<file path="src/rtl/qei_pkg.sv">
package qei_pkg;

   localparam int MODE_W = 3;

   localparam logic [MODE_W-1:0] MODE_PHASE_B = 3'b001;
   localparam logic [MODE_W-1:0] MODE_PHASE_A = 3'b010;
   localparam logic [MODE_W-1:0] MODE_BOTH    = 3'b011;

   // Does the selected mode count the transition that was seen this cycle?
   function automatic logic mode_counts(input logic [MODE_W-1:0] m,
                                        input logic tr_a,
                                        input logic tr_b);
      case (m)
         MODE_PHASE_A: mode_counts = tr_a;
         MODE_PHASE_B: mode_counts = tr_b;
         MODE_BOTH:    mode_counts = 1'b1;
         default:      mode_counts = 1'b0;
      endcase
   endfunction

endpackage

</file>
<file path="src/rtl/qei_sync.sv">
module qei_sync #(
   parameter int STAGES = 2
) (
   input  logic clk,
   input  logic rst_n,
   input  logic raw,
   input  logic invert,
   output logic level
);

   generate
      if (STAGES < 2) begin : g_bad_stages
         $error("qei_sync: STAGES must be at least 2");
      end
   endgenerate

   logic [STAGES-1:0] chain;

   always_ff @(posedge clk or negedge rst_n) begin
      if (!rst_n) chain <= '0;
      else        chain <= {chain[STAGES-2:0], raw};
   end

   assign level = chain[STAGES-1] ^ invert;

endmodule

</file>
<file path="src/rtl/qei_decode.sv">
module qei_decode
   import qei_pkg::*;
(
   input  logic              clk,
   input  logic              rst_n,
   input  logic              lvl_a,
   input  logic              lvl_b,
   input  logic              cnt_en,
   input  logic [MODE_W-1:0] mode,
   output logic              tr_a,
   output logic              tr_b,
   output logic              step,
   output logic              step_up,
   output logic              dir_down
);

   logic prev_a, prev_b;
   logic single;

   always_ff @(posedge clk or negedge rst_n) begin
      if (!rst_n) begin
         prev_a <= 1'b0;
         prev_b <= 1'b0;
      end else begin
         prev_a <= lvl_a;
         prev_b <= lvl_b;
      end
   end

   assign tr_a   = lvl_a ^ prev_a;
   assign tr_b   = lvl_b ^ prev_b;
   assign single = tr_a ^ tr_b;

   // Phase A moving away from B's level, or B moving onto A's level, is forward.
   assign step_up = tr_a ? (lvl_a != lvl_b) : (lvl_b == lvl_a);
   assign step    = single & cnt_en & mode_counts(mode, tr_a, tr_b);

   always_ff @(posedge clk or negedge rst_n) begin
      if (!rst_n)      dir_down <= 1'b0;
      else if (single) dir_down <= ~step_up;
   end

endmodule

</file>
<file path="src/rtl/qei_wrap_cnt.sv">
module qei_wrap_cnt #(
   parameter int W = 16
) (
   input  logic         clk,
   input  logic         rst_n,
   input  logic         step,
   input  logic         step_up,
   input  logic [W-1:0] limit,
   output logic [W-1:0] cnt
);

   generate
      if (W < 2) begin : g_bad_width
         $error("qei_wrap_cnt: W must be at least 2");
      end
   endgenerate

   localparam logic [W-1:0] ONE = W'(1);

   logic [W-1:0] nxt_up, nxt_dn;

   assign nxt_up = (cnt >= limit) ? '0 : cnt + ONE;
   assign nxt_dn = (cnt == '0) ? limit : cnt - ONE;

   always_ff @(posedge clk or negedge rst_n) begin
      if (!rst_n)    cnt <= '0;
      else if (step) cnt <= step_up ? nxt_up : nxt_dn;
   end

endmodule

</file>
<file path="src/rtl/quad_enc_counter.sv">
module quad_enc_counter
   import qei_pkg::*;
#(
   parameter int CNT_W       = 16,
   parameter int SYNC_STAGES = 2
) (
   input  logic              clk,
   input  logic              rst_n,
   input  logic              enc_a,
   input  logic              enc_b,
   input  logic              pol_a,
   input  logic              pol_b,
   input  logic [MODE_W-1:0] mode,
   input  logic [CNT_W-1:0]  reload,
   input  logic              cnt_en,
   output logic [CNT_W-1:0]  count,
   output logic              dir_down
);

   localparam int N_PH = 2;

   logic [N_PH-1:0] raw_v, inv_v, lvl_v;
   logic            edge_a, edge_b;
   logic            step, step_up;

   assign raw_v = {enc_b, enc_a};
   assign inv_v = {pol_b, pol_a};

   generate
      for (genvar ph = 0; ph < N_PH; ph++) begin : g_phase
         qei_sync #(.STAGES(SYNC_STAGES)) u_sync (
            .clk    (clk),
            .rst_n  (rst_n),
            .raw    (raw_v[ph]),
            .invert (inv_v[ph]),
            .level  (lvl_v[ph])
         );
      end
   endgenerate

   qei_decode u_decode (
      .clk      (clk),
      .rst_n    (rst_n),
      .lvl_a    (lvl_v[0]),
      .lvl_b    (lvl_v[1]),
      .cnt_en   (cnt_en),
      .mode     (mode),
      .tr_a     (edge_a),
      .tr_b     (edge_b),
      .step     (step),
      .step_up  (step_up),
      .dir_down (dir_down)
   );

   qei_wrap_cnt #(.W(CNT_W)) u_cnt (
      .clk     (clk),
      .rst_n   (rst_n),
      .step    (step),
      .step_up (step_up),
      .limit   (reload),
      .cnt     (count)
   );

endmodule

</file>
<file path="config.mk">
export PLATFORM = sky130hd
export DESIGN_NAME = quad_enc_counter
export DESIGN_NICKNAME = d
export VERILOG_FILES = /design/src/rtl/qei_pkg.sv /design/src/rtl/qei_sync.sv /design/src/rtl/qei_decode.sv /design/src/rtl/qei_wrap_cnt.sv /design/src/rtl/quad_enc_counter.sv
export SDC_FILE = /design/constraint.sdc
export NUM_CORES = 1
export LEC_CHECK = 0
export ABC_AREA = 1
export BUFFER_PORTS_ARGS = -buffer_cell sky130_fd_sc_hd__buf_2
export CAP_MARGIN = 25
export CORE_MARGIN = 4
export CORE_UTILIZATION = 32
export DETAILED_ROUTE_END_ITERATION = 10
export GPL_TIMING_DRIVEN = 0
export HOLD_SLACK_MARGIN = 0.15
export PLACE_DENSITY = 0.5
export SYNTH_ARGS = -nofsm -noshare
export SYNTH_HDL_FRONTEND = slang
export SYNTH_SLANG_ARGS = --single-unit
export TNS_END_PERCENT = 100
</file>
<file path="constraint.sdc">
create_clock -name clk -period 2.2 [get_ports clk]
set_clock_uncertainty 0.05 [all_clocks]
set_input_delay 0.44 -clock clk [delete_from_list [all_inputs] [get_ports clk]]
set_output_delay 0.44 -clock clk [all_outputs]
set_load 0.01 [all_outputs]
</file>
# Word level (Yosys, flattened, before mapping)
# Cells that the tools add are included.
dict set report totals {
  regBits 23
  latch_bits 0
  mem_bits_rw 0
  rom_bits 0
  inputBits 26
  output_inout_bits 17
  elab_cells 28
  n_memories 0
}
dict set report classes {
  add_sub_neg 2
  mul 0
  n_div 0
  magnitude_cmp 1
  n_eq_ne 5
  shifts 0
  n_mux 5
  bitwise_logic 8
  reduce_logical 1
}
# operator count
set op_table {}
lappend op_table {{$mux 16} 3}
lappend op_table {{$add 16x1->16 const B} 1}
lappend op_table {{$ge 16x16->1} 1}
lappend op_table {{$logic_not 16->1} 1}
lappend op_table {{$sub 16x1->16 const B} 1}
lappend op_table {{$eq 3x2->1 const B} 2}
lappend op_table {{$xor 1x1->1} 5}
lappend op_table {{$eq 3x1->1 const B} 1}
lappend op_table {{$pmux 1 s3} 1}
lappend op_table {{$and 1x1->1} 2}
lappend op_table {{$eq 1x1->1} 1}
lappend op_table {{$mux 1} 1}
lappend op_table {{$ne 1x1->1} 1}
lappend op_table {{$not 1->1} 1}

# Logic depth before layout (Yosys ltp)
# Gate-level depths: netlist of the first run.
dict set report depth {
  ltp_word 5
  depth_mapped 15
  ltp_nobuf 14
}

# Cells and area by module
# A second synthesis of the first run with hierarchy kept.
dict set report unflattened {
  cells_unflattened 466
  hier_area_um2 2840.2
}
# module n_inst cells_each area_per_inst_um2 seq_area_each_um2
set by_module_without_submodules {}
lappend by_module_without_submodules {qei_wrap_cnt 1 410 2446.1 400.4}
lappend by_module_without_submodules {qei_decode 1 42 256.5 75.1}
lappend by_module_without_submodules {qei_sync 2 7 68.8 50.0}

# Worst setup path after synthesis of the first run
# No wires, ideal clock.
dict set report synth_timing {
  path_kind {reg2reg}
  startpoint {register u_cnt.cnt[9]}
  endpoint {register u_cnt.cnt[6]}
  setup_time_ps 73
  arrival_ps 1722
  required_ps 2077
  slack_ps 355
  stages_incl_launch_ff 10
  path_buffers 1
  period_less_slack_ps 1845
  path_cell_list {dfrtp_1 ha_1 nand2_1 inv_1 o21bai_1 a21oi_1 nor2_2 buf_2 nand3_1 a21oi_2}
}
dict set report synth_between {
  elab_chain_len 3
  elab_cells_between_ends 5
  classes_between {order compare (1); mux (3); reduce/logical (1)}
}
# item line
set synth_lines {}
lappend synth_lines {{from (decl)} qei_wrap_cnt.sv:9} ;# output logic [W-1:0] cnt
lappend synth_lines {{from (signal assigned)} qei_wrap_cnt.sv:27} ;# else if (step) cnt <= step_up ? nxt_up : nxt_dn;
lappend synth_lines {{$ge 16x16->1 or $logic_not 16->1 (tied branches)} {qei_wrap_cnt.sv:22, qei_wrap_cnt.sv:23}}
lappend synth_lines {{$mux 16 (on tied branches)} {qei_wrap_cnt.sv:22, qei_wrap_cnt.sv:23}}
lappend synth_lines {{$mux 16 (*)} qei_wrap_cnt.sv:27}
# Mark *: on every way between the ends. The rest lies on a longest branch, timed or not.
# A chain may end at the register's enable or synchronous reset.

# Final worst setup path of the first run
dict set report layout_timing {
  startpoint {register u_cnt.cnt[12]}
  endpoint {register u_cnt.cnt[10]}
}
# The elaborated chain is that of the path after synthesis.

==> metrics, run 1 <==
Final Cell Area=3300 um2; Hold Fails Final Rpt=0; synth cell count leaders=nand2_1, nor2_1, nand3_1, inv_1, dfrtp_1; Die Ht=103 um; most frequent CP cell=nand2_1; max-cap viol count=0; TritonCTS clock tree=yes; Async S/R FF share, synth=1.00; CP max stage delay=530 ps; worst reg2reg endpoint=u_cnt.cnt[10]; routed len/inst=13.8 um; Layout Nets=562; sequential-to-total area share from yosys stat=0.200; Hold EP=g_phase[1].u_sync.chain[0]; Post-Synthesis Cells=469; TritonRoute pass-1 iters=4; Setup crit end kind=flop; Worst Path Max Fanout=10; drc violations=0; die footprint=10600 um2; peak supply drop=0.341 mV; Synth top area share=0.200; worst skew pair latency=around 290 ps; Slew Limit Fails=0; TritonCTS Buffers=3; worst r2r src=u_cnt.cnt[12]; period utilisation layout=0.923; R2R depth=9; Syn Area/Cell=slightly above 6 um2; PwrDens=1020 nW/um2; r2r setup slk=170 ps; f_max=492 MHz; grt ovf=0; syn nets=about 510; Synth Flop Type=dfrtp_1; Hold Path Class=in2reg; Final HPWL DP=6.67 mm; fin worst setup slack=~170 ps; number of synthesized flops with an enable pin=0; Area Growth Syn to Fin=14.8%; Area contributors post-synth=dfrtp_1, nand2_1, nand3_1; first-pass GRT wire length=13.9 mm; worst slack, placed=-158 ps; Slew HR=0.609; FF+latch count, synth=23; CP Cell Sequence=ha_1 -> nand4_1 -> nor3_1 -> nand2_2 -> buf_6 -> nand3_1 -> nand2_1 -> nand2_1 -> nand2_1; Buf/Inv on CP=1; Ys Warns=0; fraction of layout cells with a size suffix above 1=0.225; area of the core=8720 um2; RSZ-0062 raised after global routing=true; via count=3007; number of setup buffers added after CTS=0; Hold Crit Start=enc_b; row count=34; Clock Sinks=23; Hold WS=between 200 and 250 ps; worst-margin pin slew=586 ps; Die X=103 um; initial core utilization=0.330; Netlist cell types=31; antenna fix cells=0; IO Pins=43; Routed Antenna Nets=0; Post-DP Area=3220 um2; initial antenna violation count=0; Req. time, crit path=2350 ps; CP Launch Type=flop; PortBufs=42; number of global-route vias before repair=2749; Clock Tree Root=clkbuf_8; largest net degree at the start of global routing=24; CTS max path bufs=2; final setup fails=0; Yosys top cell by area=dfrtp_1; hold path depth=1; GRT Total Usage=0.169; gpl congestion=0.897; Arrival @ worst endpoint=2180 ps; Worst-path clk slew=about 110 ps; Power, Total=3.35 mW; top-count cell post-synth=nand2_1; Crit path max-delay family=simple AND/OR/NAND/NOR gates; crit path kind=reg2reg; H-Tree Depth=1; WL final=between 8 and 9 mm; post-layout minimum cycle time=around 2000 ps; P_leak=1.72 nW; area of the mapped netlist=approximately 2900 um2; run status=complete, no violations; DR iter-0 viols=~110; Vias/cell=4.82; Worst path slowest cell=dfrtp_1
## worst max-delay path by stage
stage / from / end / slack (ps) / cells past startpoint
detailed placement: u_cnt.cnt[0] / u_cnt.cnt[6] / -160 / 12
finish: u_cnt.cnt[12] / u_cnt.cnt[10] / 170 / 9
floorplan: u_cnt.cnt[9] / u_cnt.cnt[6] / 350 / 9
global route: u_cnt.cnt[0] / u_cnt.cnt[7] / -3 / 12
global placement: u_cnt.cnt[0] / u_cnt.cnt[8] / -150 / 12
CTS: u_cnt.cnt[10] / u_cnt.cnt[4] / 8 / 8
## timing repair
item,in CTS,in global routing
setup endpoints to repair,11,11
resized for setup,4,6
endpoints found under the hold margin,23,0
hold buffers,1,0
## layout make-up
class / instances / area, um2
fillers: 954 / 5420
multi-input cells: 373 / 1970
flip-flops and latches: 23 / 579
inverters: 59 / 226
repair buffers: 43 / 220
well taps: 108 / 135
plain buffers: 14 / 118
clock buffers: 3 / 41.3
clock inverters: 1 / 7.51
## cell usage in the layout, fill, tap and decap left out
cell and count:
inv_1 51, nand2_2 17, o21ai_0 4, buf_4 4, nand2_4 1, o21a_1 1
nand3b_1 1, dfrtp_2 3, nor2_1 69, xor2_1 3, nand3_2 1, nor3b_1 1
o21ai_1 3, nor2_2 7, clkbuf_8 3, o211ai_1 1, nand4_1 5, a21oi_2 3
buf_6 6, clkinv_4 1, inv_2 7, ha_1 19, o21bai_1 1, clkinvlp_4 1
nor2_4 12, a21oi_1 20, nand3_4 3, nand3_1 64, xnor2_1 2, dfrtp_1 20
nand2_1 128, buf_2 46, o21bai_2 1, dlygate4sd3_1 1, nor3_1 6
## stage by stage
step	TNS, ps	util	instances
6_report	0	0.378	624
5_1_grt	-3.15	0.378	624
4_1_cts	0	0.377	624
3_5_place_dp	-1520	0.369	619
3_3_place_gp	-1380	0.369	619
2_1_floorplan	0	-	469
## registers in the layout, indices dropped and copies added (netlist names)
register	count
u_cnt.cnt	16
u_decode.dir_down	1
u_decode.prev_a	1
u_decode.prev_b	1
g_phase.u_sync.chain	4
## kinds of logic (layout without fill, tap and decap cells)
group / Yosys count / after routing / share of synthesized area
and+or+nand+nor: 315 / 315 / 0.517
DFF: 23 / 23 / 0.200
AOI/OAI and AO/OA: 34 / 34 / 0.0679
xor gates and xnor gates: 5 / 5 / 0.0152
buffers and inverters: 73 / 120 / 0.117
adders and majority gates: 19 / 19 / 0.0827
## metal layers
layer | up-vias | global-route usage | routed length (um)
li1 | 1579 | - | -
met1 | 1372 | 0.240 | 4290
met2 | 47 | 0.278 | 3900
met3 | 9 | 0.0156 | 304
met4 | 0 | 0.0408 | 114
met5 | - | 0 | 0
## worst reg2reg max path, delay by kind of cell (launching register included)
kind	cells	cell delay, ps
buffers and inverters	1	200
flip-flops	1	530
adder cells (fa/ha/maj)	1	340
AND/OR/NAND/NOR	7	820
## power by group
group	switching [mW]	total, mW	leakage [nW]	internal (mW)
Clock	0.186	0.315	0.0217	0.129
Sequential	0.208	0.771	0.268	0.563
Combinational	1.41	2.26	1.43	0.852
Note: power is estimated with default switching activity, not from simulation.
==> inputs of run 2 (changes only) <==
--- a/config.mk
+++ b/config.mk
@@ -10,6 +10,7 @@
 export CAP_MARGIN = 25
 export CORE_MARGIN = 4
 export CORE_UTILIZATION = 32
+export CTS_BUF_LIST = sky130_fd_sc_hd__clkbuf_16
 export DETAILED_ROUTE_END_ITERATION = 10
 export GPL_TIMING_DRIVEN = 0
 export HOLD_SLACK_MARGIN = 0.15
==> run 2 against run 1 <==
Global-route usage up 0.13 points. Design area rose by 1.0%. Routed wire length up 0.12%. Critical path depth stayed put. Utilization grew 0.39 points. Non-clock buffer count is the same. Sequential share of layout area fell by 0.18 points.
==> metrics, run 2 (synthesis results as in run 1) <==
run status=complete, no violations; TritonCTS clock tree=yes; worst reg2reg endpoint=u_cnt.cnt[10]; TritonRoute pass-1 iters=4; peak supply drop=around 0.34 mV; CP Cell Sequence=ha_1 -> nand4_1 -> nor3_1 -> nand2_2 -> buf_6 -> nand3_1 -> nand2_1 -> nand2_1 -> nand2_1; largest registers=u_cnt.cnt: 16 flops, g_phase.u_sync.chain: 4 flops; Setup TNS=0 ps; RSZ-0062 raised after global routing=false; Die Ht=103 um; Slew HR=0.605; CP Launch Type=flop; initial antenna violation count=0; worst slack, placed=-158 ps; H-Tree Depth=1; commonest non-fill, non-tap cell in the layout=nand2_1; gpl congestion=0.897; Arrival @ worst endpoint=2150 ps; WL final=~8.6 mm; max FFs per register=16; Layout Nets=562; drc violations=0; Clock Tree Root=clkbuf_16; Hold Fails Final Rpt=0; post-layout minimum cycle time=2030 ps; Worst Path Max Fanout=10; max-cap viol count=0; initial core utilization=0.330; die footprint=10600 um2; GRT Total Usage=0.170; row count=34; most frequent cells in the layout=nand2_1, nor2_1, nand3_1; crit path kind=reg2reg; Vias/cell=4.85; Area Growth Syn to Fin=15.9%; Post-DP Area=about 3200 um2; final setup fails=0; Routed Antenna Nets=0; CP max stage delay=510 ps; DR iter-0 viols=125; area of the core=8720 um2; worst-margin pin slew=592 ps; CTS max path bufs=2; largest net degree at the start of global routing=24; Slew Limit Fails=0; antenna fix cells=0; Setup crit end kind=flop; Critical Path End=u_cnt.cnt[10]; r2r setup slk=170 ps; number of global-route vias before repair=2752; Largest Register=u_cnt.cnt; Final HPWL DP=6.67 mm; most frequent CP cell=nand2_1; routed len/inst=roughly 14 um; R2R depth=9; Setup crit start=u_cnt.cnt[12]; Hold Path Class=in2reg; first-pass GRT wire length=approximately 14 mm; f_max=493 MHz; fin worst setup slack=173 ps; Final Cell Area=3330 um2; PortBufs=42; period utilisation layout=0.921; Worst-path clk slew=80 ps; Worst path slowest cell=dfrtp_1; Clock Sinks=23; Req. time, crit path=2320 ps; fraction of layout cells with a size suffix above 1=0.225; P_leak=about 1.7 nW; fin util=0.382; PwrDens=about 1000 nW/um2; Die X=103 um; grt ovf=0; TritonCTS Buffers=3; via count=3025; IO Pins=43; Hold WS=roughly 220 ps; number of setup buffers added after CTS=0; worst skew pair latency=270 ps; worst r2r src=u_cnt.cnt[12]
-- run 2: where the power goes --
part,leakage [nW],internal [mW],switching (mW)
Combinational,1.43,0.852,1.41
Sequential,0.268,0.563,0.208
Clock,0.0371,0.248,0.198
-- run 2: layout make-up --
type                    count  area (um2)
fillers                   951        5390
multi-input cells         373        1970
flip-flops and latches     23         579
inverters                  59         226
repair buffers             43         220
well taps                 108         135
plain buffers              14         118
clock buffers               3        75.1
clock inverters             1        7.51
-- run 2: timing repair --
action | 4_1_cts | 5_1_grt
setup endpoints to repair | 11 | 11
resized for setup | 4 | 6
hold endpoints to repair | 6 | 0
hold buffers | 1 | 0
pin swaps | 0 | 0
-- run 2: worst min-delay path by stage --
stage	slack (ps)	to	start	depth (start not counted)
after floorplan	90	g_phase[0].u_sync.chain[0]	rst_n	0
after global placement	290	g_phase[0].u_sync.chain[1]	g_phase[0].u_sync.chain[0]	0
after detailed placement	290	g_phase[0].u_sync.chain[1]	g_phase[0].u_sync.chain[0]	0
after CTS	220	g_phase[0].u_sync.chain[0]	enc_a	1
after global routing	220	g_phase[0].u_sync.chain[0]	enc_a	1
final	220	g_phase[1].u_sync.chain[0]	enc_b	1
-- run 2: routing by layer --
metal	vias up	part of all wire	routed length, um	global-route usage
met5	-	0	0	0
met1	1376	0.48	4140	0.240
met2	63	0.46	3920	0.278
li1	1577	-	-	-
met3	9	0.050	429	0.0176
met4	0	0.014	122	0.0468
-- run 2: worst max-delay path, delay by kind of cell, from the launching register on --
kind                       cells  cell delay, ps
buffers and inverters          1             190
and+or+nand+nor                7             820
DFF                            1             510
adders and majority gates      1             340
-- run 2: per-stage QoR --
step,total power [mW],instances
6_report,3.48,624
2_1_floorplan,2.45,469
4_1_cts,3.51,624
3_3_place_gp,3.02,619
3_5_place_dp,3.04,619
5_1_grt,3.87,624
==> inputs of run 3 (changes only) <==
--- a/config.mk
+++ b/config.mk
@@ -5,7 +5,6 @@
 export SDC_FILE = /design/constraint.sdc
 export NUM_CORES = 1
 export LEC_CHECK = 0
-export ABC_AREA = 1
 export BUFFER_PORTS_ARGS = -buffer_cell sky130_fd_sc_hd__buf_2
 export CAP_MARGIN = 25
 export CORE_MARGIN = 4
@@ -14,7 +13,7 @@
 export DETAILED_ROUTE_END_ITERATION = 10
 export GPL_TIMING_DRIVEN = 0
 export HOLD_SLACK_MARGIN = 0.15
-export PLACE_DENSITY = 0.5
+export PLACE_DENSITY = 0.51
 export SYNTH_ARGS = -nofsm -noshare
 export SYNTH_HDL_FRONTEND = slang
 export SYNTH_SLANG_ARGS = --single-unit
==> run 3 against run 2 <==
The flow now finishes with violations (negative setup slack). Sequential share of layout area up 0.70 points. Worst hold slack about the same. Via count down 22%. Utilization is 8.7 points higher. Routed wire length down 16%. Sequential cell count did not move. Highest routed layer unchanged.
==> metrics, run 3 <==
Setup crit start=u_cnt.cnt[0]; Hold EP=g_phase[1].u_sync.chain[0]; number of synthesized flops with an enable pin=0; gpl congestion=0.877; worst r2r src=u_cnt.cnt[0]; Largest Register=u_cnt.cnt; TritonCTS clock tree=yes; # fillers=699; Req. time, crit path=2330 ps; R2R depth=9; Hold Crit Start=enc_b; fraction of layout cells with a size suffix above 1=0.381; worst reg2reg endpoint=u_cnt.cnt[8]; PortBufs=42; WL final=about 7.3 mm; CP Launch Type=flop; initial antenna violation count=0; syn nets=325; Synth top area share=0.252; largest registers=u_cnt.cnt: 16 flops, g_phase.u_sync.chain: 4 flops; Area contributors post-synth=dfrtp_1, ha_1, nand2_1; crit path kind=reg2reg; worst slack, placed=-391 ps; synth cell count leaders=nand2_1, dfrtp_1, nor2_1, inv_1, ha_1; Slew Limit Fails=0; Yosys top cell by area=dfrtp_1; Worst-path clk slew=70 ps; first-pass GRT wire length=12.0 mm; post-layout minimum cycle time=2340 ps; IO Pins=43; peak supply drop=approximately 0.46 mV; largest net degree at the start of global routing=24; P_leak=1.40 nW; Clock Tree Root=clkbuf_16; Hold Path Class=in2reg; Setup TNS=-803 ps; RSZ-0062 raised after global routing=true; Syn Area/Cell=8.17 um2; hold path depth=1; Final Cell Area=3220 um2; max-cap viol count=0; commonest non-fill, non-tap cell in the layout=buf_2; top-count cell post-synth=nand2_1; die footprint=8560 um2; Async S/R FF share, synth=1.00; area of the core=6870 um2; H-Tree Depth=1; routed len/inst=~16 um; Worst Path Max Fanout=5; PwrDens=around 1000 nW/um2; TritonRoute pass-1 iters=5; r2r setup slk=-140 ps; worst-margin pin slew=567 ps; area of the mapped netlist=2290 um2; drc violations=0; period utilisation layout=1.06; Post-DP Area=2640 um2; Arrival @ worst endpoint=2470 ps; Die Ht=92.5 um; Vias/cell=5.26; row count=30; sequential-to-total area share from yosys stat=0.252; Hold Fails Final Rpt=0; Power, Total=3.28 mW; final setup fails=13; Routed Antenna Nets=0; violated checks=negative setup slack; Synth Flop Type=dfrtp_1; Netlist cell types=54; Clock Sinks=23; initial core utilization=0.333; Slew HR=0.622; Post-Synthesis Cells=280; DR iter-0 viols=138; TritonCTS Buffers=3; Setup crit end kind=flop; Final HPWL DP=~5.2 mm; number of global-route vias before repair=2352; most frequent cells in the layout=buf_2, buf_4, nand2_1; worst skew pair latency=270 ps; Hold WS=224 ps; antenna fix cells=0; f_max=427 MHz; Ys Warns=0; grt ovf=0; GRT Total Usage=0.176; CTS max path bufs=2; Die X=92.5 um; fin worst setup slack=-142 ps; run status=finished, violations left; Layout Nets=roughly 400; via count=2357; FF+latch count, synth=23; max FFs per register=16; Area Growth Syn to Fin=41.0%
==> run 3: worst max path at each step <==
| stage | to | slack, ps | depth (start not counted) |
|---|---|---|---|
| CTS | u_cnt.cnt[7] | -140 | 8 |
| finish | u_cnt.cnt[8] | -140 | 9 |
| detailed placement | u_cnt.cnt[7] | -390 | 10 |
| global route | u_cnt.cnt[7] | -250 | 8 |
| floorplan | u_cnt.cnt[8] | -10 | 8 |
| global placement | u_cnt.cnt[7] | -350 | 10 |
==> run 3: metal layers <==
metal | part of all wire | track usage | vias to the layer above
li1 | - | - | 1153
met1 | 0.48 | 0.245 | 1127
met2 | 0.47 | 0.291 | 66
met3 | 0.036 | 0.0162 | 11
met4 | 0.014 | 0.0433 | 0
met5 | 0 | 0 | -
==> run 3: power by group <==
| part | switching [mW] | total (mW) | internal [mW] |
|---|---|---|---|
| sequential | 0.139 | 0.695 | 0.557 |
| clock | 0.187 | 0.435 | 0.248 |
| combinational | 1.16 | 2.15 | 0.986 |
==> run 3: layout make-up <==
class,instances,area (um2),area share
plain buffers,20,160,0.0497
clock buffers,3,75.1,0.0233
clock inverters,1,7.51,0.00233
inverters,22,82.6,0.0256
multi-input cells,216,1780,0.551
flip-flops and latches,23,583,0.181
well taps,96,120,0.0373
repair buffers,67,420,0.130
==> run 3: kinds of logic after synthesis <==
logic type                 Yosys count  synth area share
AOI/OAI and AO/OA                   65             0.205
xor gates and xnor gates            17            0.0842
adders and majority gates           19             0.104
buffers and inverters               42            0.0821
DFF                                 23             0.252
muxes                                1           0.00438
and+or+nand+nor                    113             0.269
==> run 3: worst max-delay path: stages, from the launching register on <==
cell and delay [ps]:
dfrtp_2 420, inv_2 80, ha_4 190, nand2b_4 130, a2111o_1 410, a32oi_2 260
buf_6 180, nand2_8 70, or4_1 400, o221ai_1 80
==> run 3: stage by stage <==
| step | std cells | utilization |
|---|---|---|
| 2_1_floorplan | 280 | - |
| 3_3_place_gp | 418 | 0.384 |
| 3_5_place_dp | 418 | 0.384 |
| 4_1_cts | 440 | 0.443 |
| 5_1_grt | 448 | 0.469 |
| 6_report | 448 | 0.469 |
==> run 3: what timing repair did <==
action,4_1_cts,5_1_grt
hold endpoints to repair,23,0
setup buffers,16,8
cloned,1,0
setup endpoints to repair,16,16
hold buffers,1,0
pin swaps,18,17
gates resized for setup,35,41
